==> src/rtl/sqe_pkg.sv <==
package sqe_pkg;

    // transmit clock ticks the heartbeat window stays open
    localparam int HB_TICKS_DEF = 20;
    // width of the retry count and of the limit input
    localparam int RETRY_W_DEF  = 4;

    typedef enum logic [0:0] {
        HB_IDLE = 1'b0,
        HB_WAIT = 1'b1
    } hb_state_t;

    // result of one accepted transmit attempt
    typedef struct packed {
        logic done;
        logic collided;
    } attempt_t;

    function automatic logic attempt_collided(
        input logic seen,
        input logic col,
        input logic active,
        input logic force_on
    );
        return seen | (col & active) | force_on;
    endfunction

    function automatic logic limit_reached(
        input logic [RETRY_W_DEF-1:0] cnt,
        input logic [RETRY_W_DEF-1:0] limit
    );
        return cnt >= limit;
    endfunction

endpackage

==> src/rtl/sqe_attempt_track.sv <==
module sqe_attempt_track
    import sqe_pkg::*;
(
    input  logic     clk,
    input  logic     rst,
    input  logic     tx_active,
    input  logic     tx_done,
    input  logic     col_in,
    input  logic     force_col_en,
    input  logic     hb_busy,
    output attempt_t evt,
    output logic     force_col
);

    logic coll_seen;
    logic accept;

    // a done strobe only counts when no heartbeat window is pending
    assign accept       = tx_done & ~hb_busy;
    assign evt.done     = accept;
    assign evt.collided = accept &
                          attempt_collided(coll_seen, col_in, tx_active, force_col_en);

    always_ff @(posedge clk) begin
        if (rst) begin
            coll_seen <= 1'b0;
            force_col <= 1'b0;
        end else begin
            force_col <= force_col_en & tx_active;
            if (tx_done) begin
                coll_seen <= 1'b0;
            end else if (col_in & tx_active) begin
                coll_seen <= 1'b1;
            end
        end
    end

endmodule

==> src/rtl/sqe_hb_window.sv <==
module sqe_hb_window
    import sqe_pkg::*;
#(
    parameter int HB_TICKS = HB_TICKS_DEF
) (
    input  logic clk,
    input  logic rst,
    input  logic tick,
    input  logic open_req,
    input  logic col_in,
    input  logic clear,
    output logic busy,
    output logic missing
);

    localparam int CNT_W = (HB_TICKS > 1) ? $clog2(HB_TICKS) : 1;
    localparam logic [CNT_W-1:0] LAST = CNT_W'(HB_TICKS - 1);

    hb_state_t        state;
    logic [CNT_W-1:0] ticks;

    assign busy = (state == HB_WAIT);

    always_ff @(posedge clk) begin
        if (rst) begin
            state   <= HB_IDLE;
            ticks   <= '0;
            missing <= 1'b0;
        end else begin
            if (clear) begin
                missing <= 1'b0;
            end
            case (state)
                HB_IDLE: begin
                    if (open_req) begin
                        state <= HB_WAIT;
                        ticks <= '0;
                    end
                end
                HB_WAIT: begin
                    if (col_in) begin
                        state <= HB_IDLE;
                    end else if (tick) begin
                        if (ticks == LAST) begin
                            state <= HB_IDLE;
                            if (!clear) begin
                                missing <= 1'b1;
                            end
                        end else begin
                            ticks <= ticks + 1'b1;
                        end
                    end
                end
                default: state <= HB_IDLE;
            endcase
        end
    end

endmodule

==> src/rtl/sqe_retry_count.sv <==
module sqe_retry_count
    import sqe_pkg::*;
#(
    parameter int RETRY_W = RETRY_W_DEF
) (
    input  logic               clk,
    input  logic               rst,
    input  attempt_t           evt,
    input  logic               frame_start,
    input  logic [RETRY_W-1:0] limit,
    output logic [RETRY_W-1:0] cnt,
    output logic               col_ind,
    output logic               exceeded
);

    logic hit;

    assign hit = evt.done & evt.collided;

    always_ff @(posedge clk) begin
        if (rst) begin
            cnt      <= '0;
            col_ind  <= 1'b0;
            exceeded <= 1'b0;
        end else begin
            col_ind  <= hit;
            exceeded <= 1'b0;
            if (hit) begin
                if (cnt >= limit) begin
                    exceeded <= 1'b1;
                    cnt      <= '0;
                end else begin
                    cnt <= cnt + 1'b1;
                end
            end
            if (frame_start) begin
                cnt <= '0;
            end
        end
    end

endmodule

==> src/rtl/tx_sqe_monitor.sv <==
module tx_sqe_monitor
    import sqe_pkg::*;
#(
    parameter int HB_TICKS = HB_TICKS_DEF,
    parameter int RETRY_W  = RETRY_W_DEF
) (
    input  logic               clk,
    input  logic               rst,
    input  logic               tx_ce,
    input  logic               tx_active,
    input  logic               tx_done,
    input  logic               frame_start,
    input  logic               col_in,
    input  logic               hb_check_en,
    input  logic               force_col_en,
    input  logic [RETRY_W-1:0] retry_limit,
    output logic               force_col_o,
    output logic               col_ind_o,
    output logic [RETRY_W-1:0] retry_cnt_o,
    output logic               retry_exceeded_o,
    output logic               hb_busy_o,
    output logic               hb_missing_o
);

    attempt_t evt;
    logic     hb_busy;
    logic     open_req;

    assign open_req  = evt.done & ~evt.collided & hb_check_en;
    assign hb_busy_o = hb_busy;

    sqe_attempt_track u_track (
        .clk          (clk),
        .rst          (rst),
        .tx_active    (tx_active),
        .tx_done      (tx_done),
        .col_in       (col_in),
        .force_col_en (force_col_en),
        .hb_busy      (hb_busy),
        .evt          (evt),
        .force_col    (force_col_o)
    );

    sqe_hb_window #(.HB_TICKS(HB_TICKS)) u_window (
        .clk      (clk),
        .rst      (rst),
        .tick     (tx_ce),
        .open_req (open_req),
        .col_in   (col_in),
        .clear    (frame_start),
        .busy     (hb_busy),
        .missing  (hb_missing_o)
    );

    sqe_retry_count #(.RETRY_W(RETRY_W)) u_retry (
        .clk         (clk),
        .rst         (rst),
        .evt         (evt),
        .frame_start (frame_start),
        .limit       (retry_limit),
        .cnt         (retry_cnt_o),
        .col_ind     (col_ind_o),
        .exceeded    (retry_exceeded_o)
    );

endmodule

==> config.mk <==
export PLATFORM = sky130hd
export DESIGN_NAME = tx_sqe_monitor
export DESIGN_NICKNAME = d
export VERILOG_FILES = /design/src/rtl/sqe_pkg.sv /design/src/rtl/sqe_attempt_track.sv /design/src/rtl/sqe_hb_window.sv /design/src/rtl/sqe_retry_count.sv /design/src/rtl/tx_sqe_monitor.sv
export SDC_FILE = /design/constraint.sdc
export NUM_CORES = 1
export LEC_CHECK = 0
export BUFFER_PORTS_ARGS = -buffer_cell sky130_fd_sc_hd__buf_4
export CELL_PAD_IN_SITES_DETAIL_PLACEMENT = 1
export CELL_PAD_IN_SITES_GLOBAL_PLACEMENT = 1
export CORE_AREA = 2 2 42 60
export CTS_CLUSTER_DIAMETER = 40
export DETAILED_ROUTE_END_ITERATION = 10
export DIE_AREA = 0 0 44 62
export PLACE_DENSITY_LB_ADDON = 0.2
export SYNTH_ARGS = -nofsm -noshare
export SYNTH_HDL_FRONTEND = slang
export SYNTH_SLANG_ARGS = --single-unit
==> constraint.sdc <==
create_clock -name clk -period 2 [get_ports clk]
set_input_delay 0.3 -clock clk [delete_from_list [all_inputs] [get_ports clk]]
set_output_delay 0.3 -clock clk [all_outputs]
set_load 0.005 [all_outputs]
Yosys cells after proc, flatten, opt, wreduce, memory -nomap -nowiden
Cells that the tools add are included.
{"block": "word_totals", "register_bits": 15, "inputBits": 13, "output_inout_bits": 9, "elab_cells": 50}
{"block": "classes", "addsub": 2, "magnitude_cmp": 1, "eq_ne": 5, "mux": 18, "bitwise_logic": 12, "reduce_logical": 4}
{"operator": "$mux W5", "n": 4}
{"operator": "$mux W1", "n": 11}
{"operator": "$pmux W5 S2", "n": 1}
{"operator": "$ne A2 B2 Y1 const B", "n": 4}
{"operator": "$and A1 B1 Y1", "n": 7}
{"operator": "$reduce_or A2 Y1", "n": 3}
{"operator": "$add A5 B1 Y5 const B", "n": 1}
{"operator": "$eq A5 B5 Y1 const B", "n": 1}
{"operator": "$add A4 B1 Y4 const B", "n": 1}
{"operator": "$ge A4 B4 Y1", "n": 1}
{"operator": "$mux W4", "n": 1}
{"operator": "$reduce_and A4 Y1", "n": 1}
{"operator": "$not A1 Y1", "n": 3}
{"operator": "$or A1 B1 Y1", "n": 2}
{"operator": "$pmux W1 S2", "n": 1}

Longest topological paths before layout
Gate-level depths: netlist of run 1.
{"block": "depth", "word_depth": 9, "ltp_mapped": 6, "depth_no_buf": 6}

Cells and area by module
From an unflattened synthesis of run 1, not the netlist that was laid out.
{"block": "hier_totals", "hier_cells": 89, "hier_area_um2": 799.5}
{"module": "sqe_retry_count", "instances": 1, "cells_each": 42, "area_each_um2": 374.1, "seq_area_each_um2": 120.1}
{"module": "sqe_hb_window", "instances": 1, "cells_each": 36, "area_each_um2": 326.6, "seq_area_each_um2": 140.1}
{"module": "sqe_attempt_track", "instances": 1, "cells_each": 10, "area_each_um2": 90.1, "seq_area_each_um2": 40.0}
{"module": "tx_sqe_monitor", "instances": 1, "cells_each": 1, "area_each_um2": 8.8, "seq_area_each_um2": 0.0}

Worst setup path after synthesis of run 1
No wires, ideal clock.
{"block": "synth_path", "path_kind": "register -> register", "from": "register u_retry.cnt[0]", "to": "register u_retry.cnt[0]", "setup_time_ns": 0.064, "t_arrival_ns": 1.544, "required_time_ns": 1.936, "path_slack_ns": 0.391, "stages_incl_launch_ff": 7, "n_path_buf": 0, "synth_period_minus_slack_ns": 1.609, "cell_sequence": "dfxtp_1 inv_1 ha_1 nand2b_1 a2111oi_2 o31ai_4 nor2_1"}
{"block": "synth_via", "elab_chain_len": 2, "elab_cells_between_ends": 3, "cone_classes": "add/sub: 1; order compare: 1; mux: 1"}
{"item": "start, declared", "line_no": "sqe_retry_count.sv:11", "source": "output logic [RETRY_W-1:0] cnt,"}
{"item": "start signal, assigned", "line_no": "sqe_retry_count.sv:33", "source": "cnt <= cnt + 1'b1;"}
{"item": "$add A4 B1 Y4 or $ge A4 B4 Y1 (tied branches)", "line_no": "sqe_retry_count.sv:33, sqe_retry_count.sv:29"}
{"item": "$mux W4 *", "line_no": "sqe_retry_count.sv:29", "source": "if (cnt >= limit) begin"}
Mark *: on every way between the ends. The rest lies on a longest branch, timed or not.
A chain may end at the register's enable or synchronous reset.

Final worst setup path of run 1
{"block": "layout_path", "from": "register u_retry.cnt[0]", "to": "register u_retry.cnt[3]"}
The elaborated chain is that of the path after synthesis.

==> reports/metrics.yaml, run 1 <==
clocking:
  clock_latency_ns: 0.29
  h-tree-depth: 1
  cts.sinks: 15
  cts_buffer_depth: 2
  cts_tree: "done"
  cts_setup_buffers: 0
  root_buffer: "clkbuf_4"
  clkSlewWorstSetupHoldPaths_ns: 0.09
  hold_buffers: 0
  numCtsBuffers: 3
  cts_resized: 0
yosys:
  ys_types: 33
  synth_warnings: 0
  ys_seq_area_share_pct: 38.16
  ys_seq_elements: 15
  synth.area.top_cells: "dfxtp_1, ha_1, nor2_1"
  synth_area_sq_um: 787.0
  syn_inst: 81
  netlist.top_cell.by_area: "dfxtp_1"
  yosys.area.top_type_share_pct: 38.16
  synth_nets: 100
  syn_avg_cell_area_sq_um: 9.716
floorplan:
  ios: 22
  floorplan.rows: 21
  die_area_sq_um: 2728
  core_sq_um: 2260
  die_h_um: 62
  die_w_um: 44
  start_util_pct: 34.83
critical_path:
  crit_path_cell_trace: "inv_1 -> ha_1 -> nand2b_1 -> a2111oi_2 -> o31ai_4 -> nor2_1"
  endpoint: "u_retry.cnt[3]"
  cp-startpoint: "u_retry.cnt[0]"
  critPathLaunchType: "flop"
  path_max_fanout: 4
  worst_r2r_endpoint: "u_retry.cnt[3]"
  slowest_stage: "a2111oi_2"
  path_depth: 6
  required_ns: 2.24
  cp_slowest_stage_delay_ns: 0.52
  path_buf_inv: 1
  crit_type: "reg -> reg"
  arrival_ns: 1.96
  reg2regPathDepth: 6
  end_kind: "flop"
  r2r_slack_ns: 0.28
  crit_family: "compound AO/OA/AOI/OAI gates"
  crit-reg2reg-launch: "u_retry.cnt[0]"
timing:
  skew_ns: 0.003578
  slew_viol_final: 0
  max_freq_mhz: 581.2
  fin_ws_ns: 0.2795
  rsz0062_at_grt: "no"
  period_share_pct: 86.02
  period_needed_ns: 1.720
  fin_setup_tns_ns: 0
  setup_viol: 0
  slew-limit-headroom_pct: 68.41
  hold_viol: 0
  worst_pin_slew_ns: 0.4729
detailed_routing:
  wl_um: 1809
  vias: 688
  dr.pass1.iters: 3
  wire_per_inst_um: 14.24
  drtAntennaViolNets: 0
  drt_iter0_markers: 4
  drcViolationCount: 0
  avgViaCountPerCell: 5.417
global_routing:
  grt_pass1_vias: 735
  grt_use_total_pct: 15.92
  gr-total-overflow: 0
  antenna_found_initial: 0
  grt_max_degree: 11
  grt_first_pass_wirelength_um: 3056
power_and_ir_drop:
  finalPower_uw: 561.8
  powerDensity_nw_per_um2: 570.5
  leakagePower_uw: 0.0004256
  ir_worst_vdd_mv: 0.2267
cells_and_area:
  drive_gt1_share_pct: 28.85
  area_growth_pct: 25.12
  antenna_cells: 0
  final_cell_area_sq_um: 984.7
  final_util_pct: 43.58
  nets: 124
place:
  place_hpwl_um: 1482
  pre_cts_slack_ns: 0.2808
  place_congestion: 0.7099
  io_buffers: 21
  place_area_sq_um: 958.4
run:
  cap_violations: 0
status:
  outcome: "finished clean"
min_path:
  hold_class: "in -> reg"
-- through the flow --
step | instances | hold slack, ns
after global routing | 127 | 0.1702
final | 127 | 0.1798
after global placement | 123 | 0.4652
after detailed placement | 123 | 0.4660
after CTS | 127 | 0.1737
after floorplan | 81 | 0.3768
-- metal layers --
layer	part of all wire [%]	track usage, %	vias to the layer above
li1	-	-	333
met4	2.6	10.39	0
met5	0	0	-
met1	36	13.91	336
met3	3.4	4.046	5
met2	58	31.30	14
-- how the worst min path moves through the flow --
stage / startpoint / depth (start not counted) / end / slack [ns]
global placement: u_window.ticks[1] / 2 / u_window.ticks[1] / 0.47
finish: frame_start / 2 / u_window.missing / 0.18
floorplan: frame_start / 1 / u_window.missing / 0.38
detailed placement: u_window.ticks[1] / 2 / u_window.ticks[1] / 0.47
global route: frame_start / 2 / u_window.missing / 0.17
CTS: frame_start / 2 / u_window.missing / 0.17
-- flip-flops by register name, summed over array words and instances, names as in the netlist --
register	count
u_track.force_col	1
u_window.missing	1
u_retry.cnt	4
u_track.coll_seen	1
u_window.busy	1
u_retry.exceeded	1
u_retry.col_ind	1
u_window.ticks	5
-- power breakdown --
part | leakage (uW) | internal, uW | switching [uW]
clock | 0.0000150 | 77.7 | 98.7
combinational | 0.000289 | 40.2 | 37.5
sequential | 0.000121 | 303 | 4.27
-- cells by family after synthesis --
| kind of cell | share of synthesized area, % |
|---|---|
| multiplexers | 1.272 |
| AO/OA/AOI/OAI | 18.44 |
| XOR/XNOR | 3.339 |
| AND/OR/NAND/NOR | 24.96 |
| flip-flops | 38.16 |
| adder cells (fa/ha/maj) | 9.539 |
| buffers and inverters | 4.292 |
-- cells in the mapped netlist --
master	instances
a31oi_1	1
xnor2_1	1
mux2i_1	1
xor2_1	2
nand3b_1	2
ha_1	6
or3_1	2
a21boi_1	2
buf_6	1
a22oi_1	1
nor3_1	3
nor2_1	10
nand2_1	4
a2111oi_2	1
and2b_2	1
nor4_1	1
nand3_1	3
o21ai_0	2
or4b_1	2
a211oi_4	1
a2bb2oi_2	1
o31ai_4	1
clkbuf_1	1
a21oi_1	4
and3b_1	1
or3b_1	1
o21a_1	1
o211ai_1	1
nand2b_1	1
inv_1	5
and4bb_4	1
or4bb_1	1
dfxtp_1	15
-- final cells by class --
| class | count | area [sq um] |
|---|---|---|
| Inverter | 5 | 18.77 |
| Tap cell | 23 | 28.78 |
| Timing Repair Buffer | 21 | 157.7 |
| Fill cell | 282 | 1275 |
| Multi-Input combinational cell | 59 | 452.9 |
| Sequential cell | 15 | 300.3 |
| Clock buffer | 4 | 26.28 |
-- cell usage in the layout, fill, tap and decap left out, types with 2 or more instances in the layout --
cell / instances
a21boi_1: 2
nand3_1: 3
nor2_1: 10
nand3b_1: 2
or3_1: 2
nor3_1: 3
clkbuf_4: 3
nand2_1: 4
inv_1: 5
a21oi_1: 4
xor2_1: 2
ha_1: 6
or4b_1: 2
o21ai_0: 2
buf_4: 21
dfxtp_1: 15
(Power assumes the default switching activity.)
==> run 2, diff against run 1 <==
--- a/config.mk
+++ b/config.mk
@@ -13,6 +13,7 @@
 export DETAILED_ROUTE_END_ITERATION = 10
 export DIE_AREA = 0 0 44 62
 export PLACE_DENSITY_LB_ADDON = 0.2
+export RECOVER_POWER = 50
 export SYNTH_ARGS = -nofsm -noshare
 export SYNTH_HDL_FRONTEND = slang
 export SYNTH_SLANG_ARGS = --single-unit
==> reports/metrics.yaml, run 2 (same netlist as run 1, synthesis figures left out) <==
status:
  outcome: "finished clean"
cells_and_area:
  final_common_cell: "dfxtp_1"
  regMostFlops: "u_window.ticks"
  stdcell_count: 127
  final_util_pct: 42.69
  final_cell_area_sq_um: 964.7
  most-common-layout-cells: "dfxtp_1, buf_4, nor2_1, clkbuf_4, ha_1"
  reg.largest.list: "u_window.ticks: 5 flops, u_retry.cnt: 4 flops"
  nets: 124
  largest_reg_flops: 5
  multi_input_area_sq_um: 440.4
  drive_gt1_share_pct: 25.96
  antenna_cells: 0
  fillers: 286
  seq_area_sq_um: 300.3
  area_growth_pct: 22.58
critical_path:
  arrival_ns: 2.02
  required_ns: 2.24
  worst_r2r_endpoint: "u_window.ticks[2]"
  slowest_stage: "a211oi_1"
  crit_path_cell_trace: "a211oi_1 -> a2bb2oi_2 -> or4b_1 -> nand2_1"
  cp_slowest_stage_delay_ns: 0.60
  cp-startpoint: "u_track.coll_seen"
  path_max_fanout: 9
  crit_family: "compound AO/OA/AOI/OAI gates"
  end_kind: "flop"
  path_buf_inv: 0
  r2r_slack_ns: 0.22
  crit_type: "reg -> reg"
  reg2regPathDepth: 4
  crit-reg2reg-launch: "u_track.coll_seen"
  critPathLaunchType: "flop"
timing:
  slew-limit-headroom_pct: 49.76
  max_freq_mhz: 560.7
  worst_pin_slew_ns: 0.7490
  fin_setup_tns_ns: 0
  hold_viol: 0
  rsz0062_at_grt: "no"
  slew_viol_final: 0
  period_share_pct: 89.17
  skew_ns: 0.003568
  setup_viol: 0
  period_needed_ns: 1.783
clocking:
  h-tree-depth: 1
  root_buffer: "clkbuf_4"
  cts_buffer_depth: 2
  numCtsBuffers: 3
  cts_resized: 0
  clkSlewWorstSetupHoldPaths_ns: 0.09
  cts_setup_buffers: 0
  hold_buffers: 0
  cts.sinks: 15
  cts_tree: "done"
  clock_latency_ns: 0.29
detailed_routing:
  vias: 688
  drt_iter0_markers: 5
  avgViaCountPerCell: 5.417
  wl_um: 1802
  wire_per_inst_um: 14.19
  drtAntennaViolNets: 0
  dr.pass1.iters: 3
  drcViolationCount: 0
floorplan:
  die_w_um: 44
  floorplan.rows: 21
  core_sq_um: 2260
  die_area_sq_um: 2728
  ios: 22
  start_util_pct: 34.83
  die_h_um: 62
run:
  cap_violations: 0
global_routing:
  grt_max_degree: 11
  gr-total-overflow: 0
  grt_pass1_vias: 735
  grt_use_total_pct: 15.92
  antenna_found_initial: 0
  grt_first_pass_wirelength_um: 3056
power_and_ir_drop:
  leakagePower_uw: 0.0004117
  finalPower_uw: 556.0
  powerDensity_nw_per_um2: 576.4
  ir_worst_vdd_mv: 0.2260
place:
  place_congestion: 0.7099
  place_hpwl_um: 1482
  place_area_sq_um: 958.4
  dp_cells: 123
  io_buffers: 21
min_path:
  hold_path_depth: 2
  hold_end: "u_window.missing"
  hold_class: "in -> reg"
  min_from: "frame_start"
run 2: stage by stage:
step	hold slack (ns)	setup slack, ns
6_report	0.1799	0.2166
5_1_grt	0.1702	0.09075
4_1_cts	0.1737	0.2550
3_5_place_dp	0.4660	0.2808
3_3_place_gp	0.4652	0.3271
2_1_floorplan	0.3768	0.3913
run 2: cell type report:
class	count	share of cell area [%]
multi-input cells	59	45.65
repair buffers	21	15.56
well taps	23	2.983
inverters	5	1.946
flip-flops and latches	15	31.13
clock buffers	4	2.724
run 2: worst max-delay path by stage:
stage	to	cells past startpoint	slack (ns)
final	u_window.ticks[2]	4	0.22
after global placement	u_retry.cnt[1]	6	0.33
after global routing	u_window.ticks[2]	4	0.09
after floorplan	u_retry.cnt[0]	6	0.39
after detailed placement	u_retry.cnt[3]	6	0.28
after CTS	u_retry.cnt[3]	6	0.26
run 2: worst register-to-register path, cell delays in order, from the launching register on:
cell and delay [ns]:
dfxtp_1 0.32, a211oi_1 0.60, a2bb2oi_2 0.24, or4b_1 0.50
nand2_1 0.07
run 2: metal layers:
| metal | track usage [%] | vias up | share of wire (%) |
|---|---|---|---|
| li1 | - | 334 | - |
| met3 | 4.046 | 5 | 3.4 |
| met2 | 31.30 | 14 | 58 |
| met4 | 10.39 | 0 | 2.6 |
| met1 | 13.91 | 335 | 36 |
| met5 | 0 | - | 0 |
run 2: report_power, final:
group / internal, uW / total (uW) / switching (uW)
clock network: 77.7 / 176 / 98.7
logic: 36.5 / 72.4 / 35.9
registers: 303 / 307 / 3.78
